**config.mk**
```make
export PLATFORM = sky130hd
export DESIGN_NAME = lpstate_ctrl
export DESIGN_NICKNAME = d
export VERILOG_FILES = /design/src/rtl/lpstate_pkg.sv /design/src/rtl/lpstate_settle_timer.sv /design/src/rtl/lpstate_evt_latch.sv /design/src/rtl/lpstate_fsm.sv /design/src/rtl/lpstate_ctrl.sv
export SDC_FILE = /design/constraint.sdc
export NUM_CORES = 1
export LEC_CHECK = 0
export BUFFER_PORTS_ARGS = -buffer_cell sky130_fd_sc_hd__buf_2
export CORE_AREA = 2 2 71 46
export CTS_BUF_LIST = sky130_fd_sc_hd__clkbuf_8 sky130_fd_sc_hd__clkbuf_16
export DETAILED_ROUTE_END_ITERATION = 6
export DIE_AREA = 0 0 73 48
export GPL_ROUTABILITY_DRIVEN = 0
export HOLD_SLACK_MARGIN = 0.1
export PLACE_DENSITY = 0.76
export SYNTH_ARGS = -nofsm -noshare
export SYNTH_HDL_FRONTEND = slang
export SYNTH_SLANG_ARGS = --single-unit
```
**constraint.sdc**
```tcl
create_clock -name clk -period 2.1 [get_ports clk]
set_input_delay 0.21 -clock clk [delete_from_list [all_inputs] [get_ports clk]]
set_output_delay 0.21 -clock clk [all_outputs]
set_load 0.02 [all_outputs]
```
**src/rtl/lpstate_pkg.sv**
```systemverilog
package lpstate_pkg;
  typedef enum logic [2:0] {
    ST_NORMAL = 3'd0,
    ST_AHALT  = 3'd1,
    ST_STOPG  = 3'd2,
    ST_SNOOP  = 3'd3,
    ST_SLEEP  = 3'd4,
    ST_DEEP   = 3'd5,
    ST_SETTLE = 3'd6
  } lp_state_e;
endpackage

```
**src/rtl/lpstate_settle_timer.sv**
```systemverilog
module lpstate_settle_timer #(
  parameter int CYC = 1500
) (
  input  logic clk,
  input  logic rst,
  input  logic start,
  output logic done
);
  localparam int CW = (CYC > 1) ? $clog2(CYC + 1) : 1;
  localparam logic [CW-1:0] LOAD = CW'(CYC - 1);

  logic [CW-1:0] cnt_q;

  always_ff @(posedge clk) begin
    if (rst)                cnt_q <= '0;
    else if (start)         cnt_q <= LOAD;
    else if (cnt_q != '0)   cnt_q <= cnt_q - 1'b1;
  end

  assign done = (cnt_q == '0);
endmodule

```
**src/rtl/lpstate_evt_latch.sv**
```systemverilog
module lpstate_evt_latch #(
  parameter int N_EVT = 4
) (
  input  logic             clk,
  input  logic             rst,
  input  logic             cap_en,
  input  logic             release_now,
  input  logic [N_EVT-1:0] evt_in,
  output logic [N_EVT-1:0] pend_q
);
  for (genvar i = 0; i < N_EVT; i++) begin : g_bit
    logic held_q;
    always_ff @(posedge clk) begin
      if (rst) begin
        held_q    <= 1'b0;
        pend_q[i] <= 1'b0;
      end else if (release_now) begin
        held_q    <= 1'b0;
        pend_q[i] <= held_q | evt_in[i];
      end else begin
        pend_q[i] <= 1'b0;
        if (cap_en && evt_in[i]) held_q <= 1'b1;
      end
    end
  end
endmodule

```
**src/rtl/lpstate_fsm.sv**
```systemverilog
module lpstate_fsm
  import lpstate_pkg::*;
#(
  parameter int MIN_SLEEP_CYC = 2
) (
  input  logic      clk,
  input  logic      rst,
  input  logic      stop_n,
  input  logic      halt_n,
  input  logic      sleep_n,
  input  logic      deep_n,
  input  logic      snoop_req,
  input  logic      snoop_done,
  input  logic      evt_any,
  input  logic      settle_done,
  output lp_state_e state_q,
  output logic      clk_en_q,
  output logic      pll_en_q,
  output logic      snoop_ok_q,
  output logic      err_q,
  output logic      cap_en,
  output logic      release_now,
  output logic      settle_start
);
  localparam int CW = $clog2(MIN_SLEEP_CYC + 1);
  localparam logic [CW-1:0] DW_MIN = CW'(MIN_SLEEP_CYC);

  lp_state_e     nxt;
  logic          from_grant_q, from_grant_d;
  logic [CW-1:0] dwell_q, dwell_d;
  logic          viol;

  always_comb begin
    nxt          = state_q;
    from_grant_d = from_grant_q;
    dwell_d      = dwell_q;
    release_now  = 1'b0;
    settle_start = 1'b0;
    case (state_q)
      ST_NORMAL: begin
        if (!stop_n)      nxt = ST_STOPG;
        else if (!halt_n) nxt = ST_AHALT;
      end
      ST_AHALT: begin
        if (snoop_req) begin
          nxt = ST_SNOOP;
          from_grant_d = 1'b0;
        end else if (!stop_n) nxt = ST_STOPG;
        else if (halt_n)      nxt = ST_NORMAL;
      end
      ST_STOPG: begin
        if (snoop_req) begin
          nxt = ST_SNOOP;
          from_grant_d = 1'b1;
        end else if (!sleep_n) begin
          nxt     = ST_SLEEP;
          dwell_d = CW'(1);
        end else if (stop_n) begin
          nxt         = ST_NORMAL;
          release_now = 1'b1;
        end
      end
      ST_SNOOP: begin
        if (snoop_done) nxt = from_grant_q ? ST_STOPG : ST_AHALT;
      end
      ST_SLEEP: begin
        if (!sleep_n && dwell_q < DW_MIN) dwell_d = dwell_q + 1'b1;
        if (!deep_n)     nxt = ST_DEEP;
        else if (sleep_n) nxt = ST_STOPG;
      end
      ST_DEEP: begin
        if (deep_n) begin
          nxt          = ST_SETTLE;
          settle_start = 1'b1;
        end
      end
      ST_SETTLE: begin
        if (settle_done) nxt = ST_SLEEP;
      end
      default: nxt = ST_NORMAL;
    endcase
  end

  always_comb begin
    viol = 1'b0;
    if (!sleep_n && (state_q inside {ST_NORMAL, ST_AHALT, ST_SNOOP})) viol = 1'b1;
    if (!deep_n && !(state_q inside {ST_SLEEP, ST_DEEP}))             viol = 1'b1;
    if ((snoop_req || evt_any) && (state_q inside {ST_SLEEP, ST_DEEP, ST_SETTLE})) viol = 1'b1;
    if (sleep_n && (state_q inside {ST_DEEP, ST_SETTLE}))             viol = 1'b1;
    if (state_q == ST_SLEEP && deep_n && sleep_n && dwell_q < DW_MIN) viol = 1'b1;
  end

  assign cap_en = (state_q == ST_STOPG) || (state_q == ST_SNOOP && from_grant_q);

  always_ff @(posedge clk) begin
    if (rst) begin
      state_q      <= ST_NORMAL;
      from_grant_q <= 1'b0;
      dwell_q      <= '0;
      clk_en_q     <= 1'b1;
      pll_en_q     <= 1'b1;
      snoop_ok_q   <= 1'b0;
      err_q        <= 1'b0;
    end else begin
      state_q      <= nxt;
      from_grant_q <= from_grant_d;
      dwell_q      <= dwell_d;
      clk_en_q     <= (nxt == ST_NORMAL) || (nxt == ST_SNOOP);
      pll_en_q     <= (nxt != ST_DEEP);
      snoop_ok_q   <= (nxt == ST_AHALT) || (nxt == ST_STOPG);
      err_q        <= err_q | viol;
    end
  end
endmodule

```
**src/rtl/lpstate_ctrl.sv**
```systemverilog
module lpstate_ctrl
  import lpstate_pkg::*;
#(
  parameter int CLK_MHZ       = 50,
  parameter int SETTLE_US     = 30,
  parameter int MIN_SLEEP_CYC = 2,
  parameter int N_EVT         = 4
) (
  input  logic             clk,
  input  logic             rst,
  input  logic             stop_req_n,
  input  logic             halt_req_n,
  input  logic             sleep_req_n,
  input  logic             deep_req_n,
  input  logic             snoop_req,
  input  logic             snoop_done,
  input  logic [N_EVT-1:0] evt_in,
  output logic [2:0]       state,
  output logic             core_clk_en,
  output logic             pll_en,
  output logic             snoop_ok,
  output logic [N_EVT-1:0] evt_pend,
  output logic             proto_err
);
  localparam int SETTLE_CYC = SETTLE_US * CLK_MHZ;

  lp_state_e st;
  logic      cap_en, release_now, settle_start, settle_done;

  lpstate_fsm #(.MIN_SLEEP_CYC(MIN_SLEEP_CYC)) u_fsm (
    .clk         (clk),
    .rst         (rst),
    .stop_n      (stop_req_n),
    .halt_n      (halt_req_n),
    .sleep_n     (sleep_req_n),
    .deep_n      (deep_req_n),
    .snoop_req   (snoop_req),
    .snoop_done  (snoop_done),
    .evt_any     (|evt_in),
    .settle_done (settle_done),
    .state_q     (st),
    .clk_en_q    (core_clk_en),
    .pll_en_q    (pll_en),
    .snoop_ok_q  (snoop_ok),
    .err_q       (proto_err),
    .cap_en      (cap_en),
    .release_now (release_now),
    .settle_start(settle_start)
  );

  lpstate_evt_latch #(.N_EVT(N_EVT)) u_evt (
    .clk        (clk),
    .rst        (rst),
    .cap_en     (cap_en),
    .release_now(release_now),
    .evt_in     (evt_in),
    .pend_q     (evt_pend)
  );

  lpstate_settle_timer #(.CYC(SETTLE_CYC)) u_tmr (
    .clk  (clk),
    .rst  (rst),
    .start(settle_start),
    .done (settle_done)
  );

  assign state = st;
endmodule

```
==> run_results.csv, run 1 <==
group,metric,value,unit
status,status,"finished clean",
synthesis,syn_area,1340,um2
hold_path,hold_path_class,"input pin to flop",
timing,slew_viol_final,0,
global_route,gr-total-overflow,0,
placement,portBuffers,22,
clocking,root_buffer,"clkbuf_8",
worst_setup_path,cp.arrival,2.23,ns
clocking,numCtsBuffers,5,
timing,tns,0,ns
floorplanning,io_pins,23,
synthesis,ys_ff_latch,29,
routing,via_per_inst,5.69,
global_route,grt_max_degree,24,
routing,first_pass_iters,4,
worst_setup_path,endpoint,"u_fsm.clk_en_q",
floorplanning,initial_core_util,48.1,%
floorplanning,core,2800,um2
floorplanning,rows,15,
routing,avgRoutedWirePerCell,15.2,um
timing,whs,0.155,ns
synthesis,yosys_warnings,0,
synthesis,yosys.area.top_type,"dfxtp_1",
synthesis,syn_avg_cell_area,8.35,um2
timing,slew_headroom,56.7,%
clocking,cts.sinks,29,
worst_setup_path,crit_type,"flop to flop",
global_route,busiest_layer,"met2",
worst_setup_path,worstSetupStartpointType,"flop",
routing,drc_errors,0,
placement,place_hpwl,2.39,mm
global_route,grt_util_met2,34.4,%
global_route,use_met1,26.7,%
clocking,cts_max_level,2,
routing,drt_iter0_drc,137,
timing,rsz0062_at_grt,"true",
global_route,grt_util_met3,7.16,%
clocking,clkTransAtPathRegs,0.07,ns
cells_and_area,fin_nets,200,
global_route,grt_pass1_vias,1187,
worst_setup_path,worst_r2r_path_depth,7,
cells_and_area,fillers,250,
clocking,cts_tree,"built",
cells_and_area,area_growth_syn_to_layout,20.0,%
global_route,grt_antenna_before_repair,0,
power,power_leakage,0.670,nW
clocking,postCtsHoldBufs,0,
worst_setup_path,regToRegSetupSlack,0.05,ns
timing,fin_crit_sh,97.7,%
cells_and_area,antennaDiodeCount,0,
clocking,clk_latency,0.28,ns
synthesis,yosysTopAreaCellShare,43.2,%
timing,finalHoldViolCount,0,
synthesis,syn_inst,161,
worst_setup_path,crit_start,"u_tmr.cnt_q[0]",
clocking,clock_path_buffers,2,
timing,fin_crit,2.05,ns
timing,setup_viol,0,
synthesis,synthDistinctLibCells,41,
worst_setup_path,r2r-start,"u_tmr.cnt_q[0]",
floorplanning,die-height,48,um
worst_setup_path,timing.rr.end,"u_fsm.clk_en_q",
worst_setup_path,crit_fanout,4,
synthesis,seq_area_frac_synth,43.2,%
worst_setup_path,cp.required,2.28,ns
timing,max_freq,487,MHz
routing,drtAntennaViolNets,0,
synthesis,synthesis.nets,174,
global_route,grt.total_usage,21.6,%
floorplanning,die_x,73,um
global_route,grt_pass1_wl,5.49,mm
routing,vias,1264,
power,ir_drop,0.719,mV
routing,routed_wl,3.38,mm
timing,fin_skew,0.00740,ns
power,p_per_area,1240,nW/um2
synthesis,synthTopCellsByArea,"dfxtp_1, a21oi_1, nor2_1, nand2_1, o21a_1",
cells_and_area,layout-drive-gt1-share,22.3,%
cells_and_area,final_common_cell,"dfxtp_1",
worst_setup_path,end_kind,"flop",
timing,tightestPinTransition,0.640,ns
run,maxCapViolations,0,
floorplanning,dieArea,3500,um2
cells_and_area,layout_common_cells,"dfxtp_1, a21oi_1, buf_2",
-- logic make-up after synthesis --
kind of cell	Yosys count	share of synthesized area, %
adders and majority gates	1	0.931
and+or+nand+nor	58	23.6
xor gates and xnor gates	7	4.56
AOI/OAI and AO/OA	50	22.6
muxes	1	0.838
buffers and inverters	15	4.28
DFF	29	43.2
-- routing by layer --
metal / share of wire, % / vias to the layer above
met1: 46 / 579
li1: - / 624
met5: 0 / -
met2: 44 / 54
met4: 1.8 / 0
met3: 7.8 / 7
-- synth_stat cells --
library cell  count
inv_1             6
o41ai_1           1
o221ai_1          1
o22ai_1           2
nand2b_1          4
nor4b_1           1
ha_1              1
clkbuf_1          8
a311oi_1          1
or4b_4            1
o2bb2ai_1         1
or3_1             4
and3_1            1
nor3b_1           1
nor2_1           18
a2bb2oi_1         1
nand3b_1          1
buf_2             1
a31o_1            1
mux2_2            1
o21bai_1          1
nor3_2            1
dfxtp_1          29
nand3_1           2
o21a_1            5
o311ai_0          1
xnor2_1           4
xor2_1            3
nor3_4            1
nor3_1            2
nor2b_1           2
a21oi_1          24
a31oi_1           2
nor4_1            4
or3_4             1
or4_1             2
o21ai_0           6
a211oi_1          1
o211ai_1          1
nand2_1          12
a21o_1            1
-- final cells by class --
class / count / area, um2 / share of cell area [%]
inverters: 6 / 22.5 / 1.40
repair buffers: 28 / 155 / 9.62
clock buffers: 7 / 96.3 / 5.97
flip-flops and latches: 29 / 581 / 36.0
multi-input cells: 117 / 711 / 44.1
clock inverters: 1 / 5.00 / 0.310
well taps: 34 / 42.5 / 2.64
-- power breakdown --
part           switching (W)  leakage [nW]  total, W  internal [W]
logic               0.000400         0.378  0.000748      0.000348
clock network       0.000211        0.0542  0.000507      0.000296
registers          0.0000969         0.238  0.000749      0.000652
-- worst max-delay path, stage by stage, from the launching register on --
cell	delay, ns
dfxtp_1	0.32
inv_1	0.10
ha_1	0.18
or4b_4	0.51
nor3_4	0.16
nor3_2	0.07
or3_4	0.40
a31o_1	0.20
-- worst min-delay path by stage --
| stage | startpoint | slack, ns | endpoint | cells past startpoint |
|---|---|---|---|---|
| after floorplan | rst | 0.31 | u_fsm.pll_en_q | 1 |
| after global placement | evt_in[0] | 0.44 | u_evt.pend_q[0] | 2 |
| after detailed placement | evt_in[0] | 0.44 | u_evt.pend_q[0] | 2 |
| after CTS | evt_in[0] | 0.15 | u_evt.pend_q[0] | 2 |
| after global routing | evt_in[2] | 0.15 | u_evt.pend_q[2] | 2 |
| final | evt_in[0] | 0.15 | u_evt.pend_q[0] | 2 |
-- sequential cells by signal (all words and copies together), names as in the netlist --
register,cells
u_fsm.dwell_q,2
u_fsm.clk_en_q,1
u_fsm.from_grant_q,1
u_evt.pend_q,4
u_evt.g_bit.held_q,4
u_fsm.err_q,1
u_fsm.pll_en_q,1
u_fsm.snoop_ok_q,1
u_tmr.cnt_q,11
u_fsm.state_q,3
-- metrics by stage --
stage / worst slack, ns / utilization, % / total power, W / area [um2] / std cells
2_1_floorplan: 0.0333 / - / 0.00130 / 1340 / 161
3_3_place_gp: 0.0884 / 53.9 / 0.00143 / 1510 / 214
3_5_place_dp: 0.0250 / 53.9 / 0.00147 / 1510 / 214
4_1_cts: 0.0120 / 57.5 / 0.00199 / 1610 / 222
5_1_grt: -0.0276 / 57.7 / 0.00213 / 1610 / 222
6_report: 0.0478 / 57.7 / 0.00200 / 1610 / 222
-- what timing repair did --
item	4_1_cts	5_1_grt
buffers inserted	0	0
resized for setup	0	1
endpoints found under the setup margin	0	4
Power figures use the tool's default switching activity.
==> inputs of run 2 (changes only) <==
Settings changed: CORE_AREA 2 2 71 46 to 2 2 73 47, CTS_CLUSTER_SIZE from default to 8, DIE_AREA 0 0 73 48 to 0 0 75 49, PLACE_DENSITY 0.76 to 0.77, SYNTH_HIERARCHICAL from default to 1.
==> run_results.csv, run 2 <==
group,metric,value,unit
synthesis,synth_edf_count,0,
power,ir_drop,0.633,mV
routing,routed_wl,3.28,mm
timing,fin_crit_sh,95.6,%
cells_and_area,layout-drive-gt1-share,25.8,%
floorplanning,rows,16,
global_route,grt_pass1_vias,1216,
routing,drtAntennaViolNets,0,
synthesis,seq_area_frac_synth,40.0,%
timing,finalHoldViolCount,0,
timing,setup_viol,0,
timing,max_freq,498,MHz
floorplanning,core,3060,um2
synthesis,synthArstFlopShare,0,%
placement,place_hpwl,2.40,mm
clocking,root_buffer,"clkbuf_8",
cells_and_area,antennaDiodeCount,0,
worst_setup_path,cp.depth,10,
global_route,grt.total_usage,20.2,%
worst_setup_path,worst_r2r_path_depth,10,
routing,via_per_inst,5.51,
synthesis,yosys_warnings,6,
placement,dp_slack,0.0380,ns
clocking,cts_setup_buffers,0,
timing,fin_skew,0.00749,ns
worst_setup_path,cp.required,2.31,ns
timing,tightestPinTransition,0.714,ns
synthesis,synthTopCellsByArea,"dfxtp_1, a21oi_1, nor2_1, nor3_1, nor4_4",
status,status,"finished clean",
cells_and_area,regMostFlops,"u_tmr/cnt_q",
worst_setup_path,crit_buf_inv,2,
floorplanning,dieArea,3680,um2
global_route,grt_max_degree,26,
worst_setup_path,cp.arrival,2.22,ns
clocking,cts_max_level,2,
global_route,gr-total-overflow,0,
synthesis,ys.flop_type,"dfxtp_1",
synthesis,synthesis.nets,178,
worst_setup_path,max_stage_delay,0.34,ns
cells_and_area,largest_register_ffs,11,
clocking,cts.sinks,29,
clocking,clk_latency,0.28,ns
timing,tns,0,ns
synthesis,ys_top_cells_by_count,"dfxtp_1, nor2_1, a21oi_1",
timing,slew_headroom,52.0,%
synthesis,synthDistinctLibCells,49,
floorplanning,die-height,49,um
routing,first_pass_iters,4,
timing,whs,0.168,ns
synthesis,syn_area,1450,um2
routing,avgRoutedWirePerCell,14.0,um
worst_setup_path,crit_type,"flop to flop",
placement,portBuffers,22,
clocking,numCtsBuffers,5,
routing,drt_iter0_drc,59,
clocking,cts_tree,"built",
floorplanning,die_x,75,um
synthesis,yosys.area.top_type,"dfxtp_1",
global_route,grt_pass1_wl,5.60,mm
floorplanning,io_pins,23,
synthesis,syn_avg_cell_area,8.80,um2
timing,rsz0062_at_grt,"false",
synthesis,synth.most_common_cell,"dfxtp_1",
hold_path,hold_depth,3,
clocking,postCtsHoldBufs,0,
routing,drc_errors,0,
clocking,clkTransAtPathRegs,0.07,ns
synthesis,ys_ff_latch,29,
power,p_per_area,1230,nW/um2
cells_and_area,fillers,290,
timing,slew_viol_final,0,
synthesis,syn_inst,165,
power,power,0.00210,W
cells_and_area,multi_input_area,813,um2
synthesis,yosysTopAreaCellShare,40.0,%
worst_setup_path,crit_fanout,4,
worst_setup_path,worstSetupStartpointType,"flop",
worst_setup_path,cp_top_family,"simple AND/OR/NAND/NOR gates",
cells_and_area,layout_common_cells,"dfxtp_1, buf_2, nor2_1",
cells_and_area,top_regs,"u_tmr/cnt_q x11, u_evt/g_bit.held_q x4, u_evt/pend_q x4",
floorplanning,initial_core_util,47.4,%
timing,fin_crit,2.01,ns
worst_setup_path,cp_cell_sequence,"inv_1 -> ha_4 -> nor3b_4 -> nand3_4 -> inv_4 -> nor2_1 -> a221oi_2 -> o32a_2 -> xor2_1 -> nor3b_2",
power,power_leakage,0.664,nW
clocking,clock_path_buffers,2,
cells_and_area,area_growth_syn_to_layout,17.1,%
cells_and_area,ff_latch_area,581,um2
worst_setup_path,end_kind,"flop",
routing,vias,1294,
run,maxCapViolations,0,
global_route,grt_antenna_before_repair,0,
cells_and_area,final_common_cell,"dfxtp_1",
hold_path,hold_path_class,"input pin to flop",
timing,setup_ws,0.0927,ns
worst_setup_path,slowest_stage,"dfxtp_1",
cells_and_area,fin_nets,202,
==> run 2: cell count changes after synthesis, moves of 3 or more <==
cell / delta
nor3_1: +9
a21oi_1: -4
nand2_1: -4
o21a_1: -5
clkbuf_1: -6
nor4_1: -3
nor2_1: +3
nand3b_1: +4
==> run 2: routing by layer <==
| layer | track usage [%] | part of all wire [%] | vias to the layer above |
|---|---|---|---|
| met3 | 5.58 | 6.2 | 5 |
| li1 | - | - | 643 |
| met5 | 0 | 0 | - |
| met1 | 30.2 | 50 | 602 |
| met4 | 9.52 | 1.7 | 0 |
| met2 | 26.3 | 42 | 44 |
==> run 2: layout make-up <==
type / count / share of cell area [%]
Clock inverter: 3 / 1.03
Timing Repair Buffer: 25 / 7.79
Clock buffer: 5 / 4.04
Multi-Input combinational cell: 120 / 47.8
Tap cell: 45 / 3.31
Inverter: 8 / 1.91
Sequential cell: 29 / 34.1
==> run 2: timing repair <==
item,in CTS,in global routing
setup endpoints to repair,0,2
endpoints found under the hold margin,0,0
gates resized for setup,0,3
==> run 2: worst min-delay path, cell delays in order <==
cell,delay [ns]
buf_2,0.10
nor2_1,0.04
nor2_1,0.07
==> run 2: kinds of logic after synthesis <==
kind of cell | share of synthesized area, %
mux | 1.38
xor+xnor | 2.41
buf+inv | 5.34
simple gates | 30.8
fa+ha+maj | 0.861
compound gates | 19.3
flops | 40.0
==> run 2: where the power goes <==
part           switching [W]  total [W]  internal [W]
Sequential          0.000151   0.000809      0.000659
Combinational       0.000446   0.000850      0.000403
Clock               0.000211   0.000439      0.000228
Total               0.000808    0.00210       0.00129
==> run 2: stage by stage <==
step	instances	area, um2	util, %
6_report	235	1700	55.6
5_1_grt	235	1700	55.6
4_1_cts	235	1680	54.9
3_5_place_dp	227	1600	52.1
3_3_place_gp	227	1600	52.1
2_1_floorplan	165	1450	-
==> run 2: path summary, 6_finish.rpt <==
kind,start,endpoint,slack [ns]
setup reg to reg,u_tmr/cnt_q[0],u_fsm/snoop_ok_q,0.09
setup / recovery,u_tmr/cnt_q[0],u_fsm/snoop_ok_q,0.09
hold reg to reg,u_fsm/dwell_q[0],u_fsm/dwell_q[0],0.48
hold / removal,evt_in[1],u_evt/pend_q[1],0.17
